[config.mk]
export PLATFORM = sky130hd
export DESIGN_NAME = adc_start_ctrl
export DESIGN_NICKNAME = d
export VERILOG_FILES = /design/src/rtl/adc_start_ctrl.sv
export SDC_FILE = /design/constraint.sdc
export NUM_CORES = 1
export LEC_CHECK = 0
export ABC_AREA = 1
export CAP_MARGIN = 20
export CORE_AREA = 8 8 45 47
export CTS_CLUSTER_SIZE = 16
export DETAILED_ROUTE_END_ITERATION = 12
export DIE_AREA = 0 0 53 55
export PLACE_DENSITY = 0.67
export SYNTH_ARGS = -nofsm -noshare
export SYNTH_HDL_FRONTEND = slang
export SYNTH_SLANG_ARGS = --single-unit
[constraint.sdc]
create_clock -name clk -period 2.36 [get_ports clk]
set_clock_uncertainty 0.2 [all_clocks]
set_input_delay 0.354 -clock clk [delete_from_list [all_inputs] [get_ports clk]]
set_output_delay 0.354 -clock clk [all_outputs]
set_load 0.01 [all_outputs]
[src/rtl/adc_start_ctrl.sv]
module adc_start_ctrl (
  input  logic       clk,
  input  logic       rst_n,
  input  logic       wr_en,
  input  logic [7:0] wr_data,
  output logic [7:0] rd_data,
  input  logic       ext_trig,
  input  logic       tmr_trig,
  input  logic       ext_mode,
  input  logic       conv_done,
  input  logic       pause_req,
  output logic       start_pulse,
  output logic       stop_pulse,
  output logic       irq
);

  logic       busy_q, flag_q, ie_q, pause_q, start_q, stop_q;
  logic [1:0] sel_q;

  wire sw_go  = wr_en && wr_data[0] && !ext_mode;
  wire hw_go  = (ext_trig && sel_q[0]) || (tmr_trig && sel_q[1]);
  wire go     = !busy_q && (sw_go || hw_go);
  wire abort  = busy_q && wr_en && !wr_data[1];
  wire finish = busy_q && conv_done && !abort;

  always_ff @(posedge clk) begin
    if (!rst_n) begin
      busy_q  <= 1'b0;
      flag_q  <= 1'b0;
      ie_q    <= 1'b0;
      pause_q <= 1'b0;
      sel_q   <= 2'b00;
      start_q <= 1'b0;
      stop_q  <= 1'b0;
    end else begin
      start_q <= go;
      stop_q  <= abort;
      if (go) busy_q <= 1'b1;
      else if (abort || finish) busy_q <= 1'b0;
      if (finish) flag_q <= 1'b1;
      else if (wr_en && !wr_data[2]) flag_q <= 1'b0;
      if (pause_req) pause_q <= 1'b1;
      else if (wr_en && !wr_data[7]) pause_q <= 1'b0;
      if (wr_en) begin
        ie_q  <= wr_data[3];
        sel_q <= wr_data[5:4];
      end
    end
  end

  assign rd_data     = {pause_q, 1'b0, sel_q, ie_q, flag_q, busy_q, 1'b0};
  assign start_pulse = start_q;
  assign stop_pulse  = stop_q;
  assign irq         = flag_q && ie_q;

  assert_start_sets_busy_R2: assert property (@(posedge clk) disable iff (!rst_n)
    start_pulse |-> busy_q);
  assert_busy_blocks_start_R4: assert property (@(posedge clk) disable iff (!rst_n)
    busy_q |=> !start_pulse);
  assert_done_sets_flag_R5: assert property (@(posedge clk) disable iff (!rst_n)
    (conv_done && busy_q && !(wr_en && !wr_data[1])) |=> (flag_q && !busy_q));
  assert_abort_idle_R6: assert property (@(posedge clk) disable iff (!rst_n)
    stop_pulse |-> !busy_q);
  assert_pulses_exclusive_R6: assert property (@(posedge clk) disable iff (!rst_n)
    $onehot0({start_pulse, stop_pulse}));
  assert_flag_clear_R7: assert property (@(posedge clk) disable iff (!rst_n)
    (wr_en && !wr_data[2] && !conv_done) |=> !flag_q);
  assert_pause_set_R9: assert property (@(posedge clk) disable iff (!rst_n)
    pause_req |=> rd_data[7]);

endmodule

==> metrics.md <==
| Metric | Value |
|---|---|
| RR Startpoint | `sel_q[0]$_SDFFE_PN0P_` |
| Warnings from Yosys | `0` |
| Met1 usage | `5.95%` |
| Antenna cells | `0` |
| Antenna viol nets, final | `0` |
| R2R Setup Slk | `1.43 ns` |
| Initial Utilization | `26.1%` |
| CTS tree | `done` |
| Worst R2R End | `busy_q$_SDFFE_PN0P_` |
| Synth Register Bits | `8` |
| Final slew viol count | `0` |
| Final Instance Area | `593 sq um` |
| Global route hottest layer | `met2` |
| Max_cap viols | `0` |
| Place WS | `0.746 ns` |
| Critical path data required time | `1.81 ns` |
| Gr usage total | `6.35%` |
| Mapped Cells | `51` |
| Critical-path cell list | `nand2_1, inv_1, clkdlybuf4s50_1` |
| Clk Latency, worst-skew pair | `0.25 ns` |
| Met3 Usage GRT | `2.94%` |
| Number of fill cells | `156` |
| Max incr delay on CP | `0.52 ns` |
| WHS | `0.274 ns` |
| CP max FO | `3` |
| Clock slew at reported path FFs | `0.05 ns` |
| Cell variety after synth | `13` |
| Area grow syn2layout | `64.0%` |
| IO Count | `27` |
| Vias/cell | `3.93` |
| Mapped Area | `362 sq um` |
| CTS root buf | `clkbuf_4` |
| Layout Nets | `90` |
| Hold Crit Depth | `2` |
| Worst path bufs/invs | `2` |
| Critical setup path kind | `flop to output port` |
| Total CTS buffers | `3` |
| Post-CTS Setup Bufs | `0` |
| FF-to-FF path depth | `6` |
| Total vias in the final route | `346` |
| Cell area power density | `531 mW/mm^2` |
| Yosys top cell area share | `44.3%` |
| Worst min-delay path class | `flop to flop` |
| Routability cong. | `0.668` |
| Gr ovfl total | `0` |
| Die Area | `0.00292 sq mm` |
| Core Rows | `14` |
| Max Fclk | `562 MHz` |
| Clk sinks | `8` |
| Minimum clock period | `1.78 ns` |
| Share of post-route cells with drive strength above 1 | `6.94%` |
| Commonest non-fill, non-tap cell in the layout | `clkdlybuf4s50_1` |
| Initial antenna violation count | `0` |
| Status | `completed` |
| # DRC | `0` |
| Sequential area share after synthesis | `44.3%` |
| Critical hold path startpoint | `flag_q$_SDFFE_PN0P_` |
| Vert. Die Dim | `55 microns` |
| Avg Synthesized Cell Area | `7.09 sq um` |
| Most frequent cells in the layout | `23 x clkdlybuf4s50_1, 9 x nand2_1, 8 x inv_1, 8 x nor2_1, 8 x dfxtp_1` |
| Ranking of synthesized cells by area | `dfxtp_1 44%, buf_4 12%, nand2_1 9.3%` |
| Hold Path End | `flag_q$_SDFFE_PN0P_` |
| Port Buf Inserts | `23` |
| Number of global-route vias before repair | `338` |
| Drt pass-1 iters | `4` |
| Startpoint types | `flop` |
| Worst setup margin | `0.581 ns` |
| Die width | `53 microns` |
| Crit-path leading delay family | `buffers and inverters` |
| Maximum clock path buffer count | `2` |
| CP Depth | `3` |
| Largest area contributor in the netlist | `dfxtp_1` |
| Placed cell areas | `571 sq um` |
| RSZ-0062 raised after global routing | `false` |
| Worst path slowest cell | `clkdlybuf4s50_1` |
| Arr. time, crit path | `1.22 ns` |
| Routed len/inst | `10.1 microns` |
| Fin Setup TNS | `0 ns` |
| Peak supply drop | `0.228 mV` |
| CP endpoint kind | `output port` |
| Final hold violations | `0` |
| Cts hold-fix bufs | `0` |
| Largest net degree at the start of global routing | `7` |
| Grt met2 use | `10.5%` |
| P_leak | `0.277 nW` |
| Routed WL | `890 microns` |
| Final setup vio count | `0` |
| Cts repair resizes | `0` |
| Global-route wire length before repair | `1.32 mm` |
| Core ar. | `0.00138 sq mm` |
| DRT iter0 DRCs | `4` |
| H-tree depth | `1` |
| Period Utilization, post-route | `75.4%` |
power breakdown:
group	switching (W)	leakage, nW	internal (W)	total [W]
Combinational	0.0000251	0.197	0.0000409	0.0000659
Clock	0.0000415	0.0138	0.0000578	0.0000993
Sequential	0.00000546	0.0660	0.000144	0.000149
Total	0.0000720	0.277	0.000243	0.000315
flip-flops by register name, summed over array words and instances (netlist names):
signal / flops
flag_q: 1
sel_q: 2
stop_pulse: 1
ie_q: 1
pause_q: 1
start_pulse: 1
busy_q: 1
through the flow:
stage / power, W / util (%) / cells
3_5_place_dp: 0.000219 / 41.2 / 85
3_3_place_gp: 0.000218 / 41.2 / 85
5_1_grt: 0.000335 / 42.9 / 88
6_report: 0.000315 / 42.9 / 88
2_1_floorplan: 0.000181 / - / 52
4_1_cts: 0.000321 / 42.9 / 88
cell type report:
| cell class | count | area (sq um) | share of cell area (%) |
|---|---|---|---|
| clock buffers | 3 | 22.5 | 3.80 |
| inverters | 9 | 33.8 | 5.70 |
| multi-input cells | 29 | 126 | 21.3 |
| flip-flops and latches | 8 | 160 | 27.0 |
| well taps | 16 | 20.0 | 3.38 |
| repair buffers | 23 | 230 | 38.8 |
per-layer routing:
layer	part of all wire [%]	vias up	wire length, microns
met5	0	-	0
met4	0	0	0
met3	9.1	0	81
met2	53	14	470
met1	38	142	338
li1	-	190	-
tightest hold or removal path: cells and delay by family (launching register included):
kind / cells / cell delay, ns
flops: 1 / 0.32
compound gates: 2 / 0.10
synth_stat cells:
cell type  number
nor2_1          8
inv_2           1
nand2_1         9
o21ai_1         1
o21ai_0         3
buf_4           6
conb_1          1
nand4_1         1
o21ai_2         1
inv_1           8
dfxtp_1         8
a21oi_1         2
nand3_1         2
cells by family after synthesis:
kind of cell	after synthesis	share of synthesized area [%]
AOI/OAI and AO/OA	7	10.7
DFF	8	44.3
and+or+nand+nor	20	22.1
other	1	1.04
buffers and inverters	15	21.8
worst max-delay path by stage:
stage	startpoint	endpoint	slack (ns)
2_1_floorplan	busy_q$_SDFFE_PN0P_	rd_data[1]	1.32
3_3_place_gp	wr_en	pause_q$_SDFFE_PN0P_	0.82
3_5_place_dp	wr_en	pause_q$_SDFFE_PN0P_	0.75
4_1_cts	flag_q$_SDFFE_PN0P_	irq	0.56
5_1_grt	flag_q$_SDFFE_PN0P_	irq	0.53
6_report	flag_q$_SDFFE_PN0P_	irq	0.58
(Power assumes the default switching activity.)
